`config.mk`:
```
export PLATFORM = sky130hd
export DESIGN_NAME = pcg_clkgen
export DESIGN_NICKNAME = d
export VERILOG_FILES = /design/src/rtl/pcg_pkg.sv /design/src/rtl/pcg_sync.sv /design/src/rtl/pcg_evsel.sv /design/src/rtl/pcg_divider.sv /design/src/rtl/pcg_clkgen.sv
export SDC_FILE = /design/constraint.sdc
export NUM_CORES = 1
export LEC_CHECK = 0
export BUFFER_PORTS_ARGS = -buffer_cell sky130_fd_sc_hd__buf_2
export CAP_MARGIN = 20
export CORE_UTILIZATION = 63
export DETAILED_ROUTE_END_ITERATION = 8
export GPL_TIMING_DRIVEN = 0
export MAX_ROUTING_LAYER = met4
export PLACE_DENSITY = 0.95
export SYNTH_ARGS = -nofsm -noshare
export SYNTH_HDL_FRONTEND = slang
export SYNTH_HIERARCHICAL = 1
export SYNTH_SLANG_ARGS = --single-unit
```
`constraint.sdc`:
```
create_clock -name clk -period 5.1 [get_ports clk]
set_input_delay 0.765 -clock clk [delete_from_list [all_inputs] [get_ports clk]]
set_output_delay 0.765 -clock clk [all_outputs]
set_load 0.05 [all_outputs]
```
`src/rtl/pcg_pkg.sv`:
```
package pcg_pkg;
   typedef enum logic {ST_IDLE = 1'b0, ST_RUN = 1'b1} pcg_state_e;

   // smallest legal divide ratio
   localparam int MIN_DIV = 2;
endpackage

```
`src/rtl/pcg_sync.sv`:
```
module pcg_sync #(
   parameter int W      = 32,
   parameter int STAGES = 0
) (
   input  logic         clk,
   input  logic         rst_n,
   input  logic [W-1:0] d,
   output logic [W-1:0] q
);
   generate
      if (STAGES == 0) begin : g_pass
         assign q = d;
      end else begin : g_chain
         logic [W-1:0] stg [STAGES];
         always_ff @(posedge clk or negedge rst_n) begin
            if (!rst_n) begin
               for (int i = 0; i < STAGES; i++) stg[i] <= '0;
            end else begin
               stg[0] <= d;
               for (int i = 1; i < STAGES; i++) stg[i] <= stg[i-1];
            end
         end
         assign q = stg[STAGES-1];
      end
   endgenerate
endmodule

```
`src/rtl/pcg_evsel.sv`:
```
module pcg_evsel #(
   parameter int W     = 32,
   localparam int SW   = $clog2(W)
) (
   input  logic          clk,
   input  logic          rst_n,
   input  logic [W-1:0]  lines,
   input  logic [SW-1:0] sel_a,
   input  logic [SW-1:0] sel_b,
   output logic          hit_a,
   output logic          hit_b
);
   logic [W-1:0] prev_q;
   logic [W-1:0] rise;

   always_ff @(posedge clk or negedge rst_n) begin
      if (!rst_n) prev_q <= '0;
      else        prev_q <= lines;
   end

   assign rise  = lines & ~prev_q;
   // code 0 never selects a line
   assign hit_a = (sel_a != '0) && rise[sel_a];
   assign hit_b = (sel_b != '0) && rise[sel_b];
endmodule

```
`src/rtl/pcg_divider.sv`:
```
module pcg_divider
   import pcg_pkg::*;
#(
   parameter int PER_W = 16,
   parameter int CNT_W = 16
) (
   input  logic             clk,
   input  logic             rst_n,
   input  logic             start,
   input  logic             halt,
   input  logic             tick,
   input  logic             one_shot,
   input  logic [PER_W-1:0] period,
   input  logic [CNT_W-1:0] count,
   output logic             out,
   output logic             active
);
   localparam logic [PER_W-1:0] DIV_MIN = PER_W'(MIN_DIV);

   pcg_state_e       st_q;
   logic [PER_W-1:0] ph_q;
   logic [CNT_W-1:0] np_q;
   logic             out_q;

   logic [PER_W-1:0] eff, half, ph_nx;
   logic [CNT_W:0]   np_nx, lim;
   logic             wrap, last;

   assign eff   = (period < DIV_MIN) ? DIV_MIN : period;
   assign half  = eff >> 1;
   assign ph_nx = ph_q + 1'b1;
   assign wrap  = (ph_q == eff - 1'b1);
   assign np_nx = {1'b0, np_q} + 1'b1;
   assign lim   = (count == '0) ? (CNT_W+1)'(1) : {1'b0, count};
   assign last  = one_shot && (np_nx >= lim);

   always_ff @(posedge clk or negedge rst_n) begin
      if (!rst_n) begin
         st_q  <= ST_IDLE;
         ph_q  <= '0;
         np_q  <= '0;
         out_q <= 1'b0;
      end else if (halt) begin
         st_q  <= ST_IDLE;
         out_q <= 1'b0;
      end else if (st_q == ST_IDLE) begin
         if (start) begin
            st_q  <= ST_RUN;
            ph_q  <= '0;
            np_q  <= '0;
            out_q <= 1'b1;
         end
      end else if (tick) begin
         if (wrap) begin
            ph_q <= '0;
            np_q <= np_nx[CNT_W-1:0];
            if (last) begin
               st_q  <= ST_IDLE;
               out_q <= 1'b0;
            end else begin
               out_q <= 1'b1;
            end
         end else begin
            ph_q  <= ph_nx;
            out_q <= (ph_nx < half);
         end
      end
   end

   assign out    = out_q;
   assign active = (st_q == ST_RUN);
endmodule

```
`src/rtl/pcg_clkgen.sv`:
```
module pcg_clkgen #(
   parameter int CLK_LINES   = 16,
   parameter int IRQ_LINES   = 16,
   parameter int PER_W       = 16,
   parameter int CNT_W       = 16,
   parameter int SYNC_STAGES = 0
) (
   input  logic                                     clk,
   input  logic                                     rst_n,
   input  logic                                     en,
   input  logic                                     one_shot,
   input  logic [$clog2(CLK_LINES)-1:0]             mclk_sel,
   input  logic [$clog2(CLK_LINES+IRQ_LINES)-1:0]   start_sel,
   input  logic [$clog2(CLK_LINES+IRQ_LINES)-1:0]   stop_sel,
   input  logic [PER_W-1:0]                         period,
   input  logic [CNT_W-1:0]                         count,
   input  logic [CLK_LINES-1:0]                     clk_bus,
   input  logic [IRQ_LINES-1:0]                     irq_bus,
   output logic                                     clk_out,
   output logic                                     running
);
   localparam int EV_W = CLK_LINES + IRQ_LINES;

   generate
      if ((CLK_LINES & (CLK_LINES - 1)) != 0 || CLK_LINES < 2) begin : g_bad_lines
         $error("CLK_LINES must be a power of two, at least 2");
      end
      if (IRQ_LINES != CLK_LINES) begin : g_bad_irq
         $error("IRQ_LINES must equal CLK_LINES");
      end
      if (PER_W < 2 || CNT_W < 1) begin : g_bad_w
         $error("PER_W must be at least 2 and CNT_W at least 1");
      end
      if (SYNC_STAGES < 0 || SYNC_STAGES > 3) begin : g_bad_sync
         $error("SYNC_STAGES must be 0 to 3");
      end
   endgenerate

   logic [EV_W-1:0] ev_raw, ev_s;
   logic            start_hit, stop_hit;
   logic            en_q, tick, start, halt, active;

   assign ev_raw = {irq_bus, clk_bus};

   pcg_sync #(.W(EV_W), .STAGES(SYNC_STAGES)) u_sync (
      .clk(clk), .rst_n(rst_n), .d(ev_raw), .q(ev_s)
   );

   pcg_evsel #(.W(EV_W)) u_evsel (
      .clk(clk), .rst_n(rst_n), .lines(ev_s),
      .sel_a(start_sel), .sel_b(stop_sel),
      .hit_a(start_hit), .hit_b(stop_hit)
   );

   always_ff @(posedge clk or negedge rst_n) begin
      if (!rst_n) en_q <= 1'b0;
      else        en_q <= en;
   end

   assign tick  = clk_bus[mclk_sel];
   assign start = en && ((start_sel == '0) ? !en_q : start_hit);
   assign halt  = !en || (active && stop_hit);

   pcg_divider #(.PER_W(PER_W), .CNT_W(CNT_W)) u_div (
      .clk(clk), .rst_n(rst_n), .start(start), .halt(halt), .tick(tick),
      .one_shot(one_shot), .period(period), .count(count),
      .out(clk_out), .active(active)
   );

   assign running = active;
endmodule

```
==> metrics.yaml <==
layout:
  fin_nets: 823
  drive_gt1_share_pct: 19.6
  final_cells: 821
  n_antenna_cell: 0
  final_common_cell: "buf_2"
  n_fill_cell: 605
  area_growth_pct: 12.0
  final_area_sq_um: 6280
  layout_common_cells: "buf_2 (69), dfrtp_1 (66), inv_1 (38), nand2_1 (38)"
critical_path:
  crit_chain: "buf_2 > or4_4 > or4_1 > o21ai_0 > ha_1 > nor2b_1 > nand2_1 > a211oi_1 > o32ai_1 > a2111o_1 > o21ai_1 > clkbuf_1 > o21ai_0"
  worstPathMaxFanout: 10
  worstPathArrival_ps: 4640
  crit_type: "input pin to register"
  cp_slowest_stage_delay_ps: 560
  critPathMostFrequentCell: "o21ai_0"
  slowest_stage: "or4_4"
  cp.required_ps: 5290
  start_kind: "input pin"
  end_kind: "register"
route:
  drt-initial-drc-count: 454
  wl_microns: 14300
  firstDrtPassIters: 6
  routedWlPerCell_microns: 17.4
  vias: 5312
  via_per_inst: 6.47
  drc: 0
  ant_nets: 0
power:
  p_leak_nw: 2.86
  power_density_nw_per_um2: 208
  ir_drop_mv: 0.181
global_routing:
  grt_pass1_wl_microns: 22500
  grt_max_degree: 67
  antenna_found_initial: 0
  grt_use_total_pct: 32.2
  grt_pass1_vias: 5028
  overflow: 0
synthesis:
  netlist_area_sq_um: 5610
  postSynthAreaPerCell_sq_um: 8.83
  ys_warn_count: 6
  postSynthCellCount: 635
  synthesis.nets: 750
floorplanning:
  dieHeight_microns: 96.3
  coreArea_sq_um: 8680
  dieArea_sq_um: 9280
  num_io_pins: 84
  fp.dieW_microns: 96.3
  initial_core_util_pct: 64.6
  placementRows: 34
placement:
  placed_area_sq_um: 6060
  io_buffers: 62
  gp_congestion: 0.969
  dpl.hpwl_microns: 10700
  placed_cells: 805
cts:
  root_buffer: "clkbuf_8"
  clockBufferDepth: 2
  ctsHoldBuffers: 0
  cts_buffers: 9
  clk_latency_ps: 350
  clk_pin_slew_ps: 80
  h-tree-depth: 3
  cts_sinks: 66
  post_cts_buffers: 0
  cts_resized: 0
  cts_tree: "yes"
sta:
  timing.fmax_ghz: 0.225
  finalCriticalPeriod_ps: 4440
  setup_tns_ps: 0
  slew-limit-headroom_pct: 44.2
  period_share_pct: 87.1
  skew_ps: 13.2
  setup_viol: 0
  tightest_slew_ps: 838
  hold_ws_ps: 516
  slew_viol_final: 0
  final_hold_viol_count: 0
  rsz0062_at_grt: "no"
run:
  drv_cap: 0
hold_path:
  min_path_type: "input pin to async pin"
outcome:
  status: "completed"
[report_power, final]
part | total [mW] | switching, mW | leakage (nW) | internal [mW]
sequential | 0.553 | 0.0127 | 0.846 | 0.540
clock | 0.498 | 0.209 | 0.112 | 0.289
combinational | 0.257 | 0.148 | 1.90 | 0.109
[state kept, by name (all words and copies together), names as in the netlist]
signal,count
en_q,1
u_div/active,1
u_div/np_q,16
u_div/out,1
u_div/ph_q,16
u_evsel/prev_q,31
[per-stage QoR]
stage	power (mW)	setup WS [ps]	utilization, %
after floorplan	0.721	984	-
after global placement	0.800	489	69.8
after detailed placement	0.812	421	69.8
after CTS	1.31	750	72.4
after global routing	1.37	459	72.4
final	1.31	655	72.4
[final timing paths]
path                                                    from                            to  slack (ps)  cells past startpoint
worst min-delay path                                   rst_n  u_evsel/prev_q[30]$_DFF_PN0_         520                      1
max in group asynchronous                              rst_n     u_div/ph_q[1]$_DFFE_PN0P_        4030                      1
worst min register to register         u_div/out$_DFFE_PN0P_         u_div/out$_DFFE_PN0P_         590                      2
min in group clk                                 irq_bus[13]  u_evsel/prev_q[29]$_DFF_PN0_         530                      1
worst max register to register  u_evsel/prev_q[30]$_DFF_PN0_    u_div/np_q[13]$_DFFE_PN0P_        1270                     14
worst max-delay path                              period[10]    u_div/ph_q[12]$_DFFE_PN0P_         660                     13
[critical path, delay by kind of cell]
kind | cells | cell delay, ps
AO/OA/AOI/OAI | 6 | 1670
AND/OR/NAND/NOR | 4 | 1420
buffers and inverters | 2 | 550
adder cells (fa/ha/maj) | 1 | 220
[per-layer routing]
metal  up-vias  track usage, %  share of wire (%)  routed length [microns]
met3        43            6.48                7.7                     1090
met1      2531            37.9                 40                     5630
li1       2453               -                  -                        -
met4         0            10.3                2.2                      310
met5         -               -                  0                        0
met2       285            55.4                 51                     7220
[layout make-up]
class / instances / area [sq um] / area share (%)
flip-flops and latches: 66 / 1650 / 26.3
inverters: 41 / 154 / 2.45
clock inverters: 6 / 90.1 / 1.43
multi-input cells: 465 / 3410 / 54.2
plain buffers: 63 / 397 / 6.31
repair buffers: 62 / 313 / 4.98
clock buffers: 10 / 138 / 2.19
well taps: 108 / 135 / 2.15
Power figures use the tool's default switching activity.
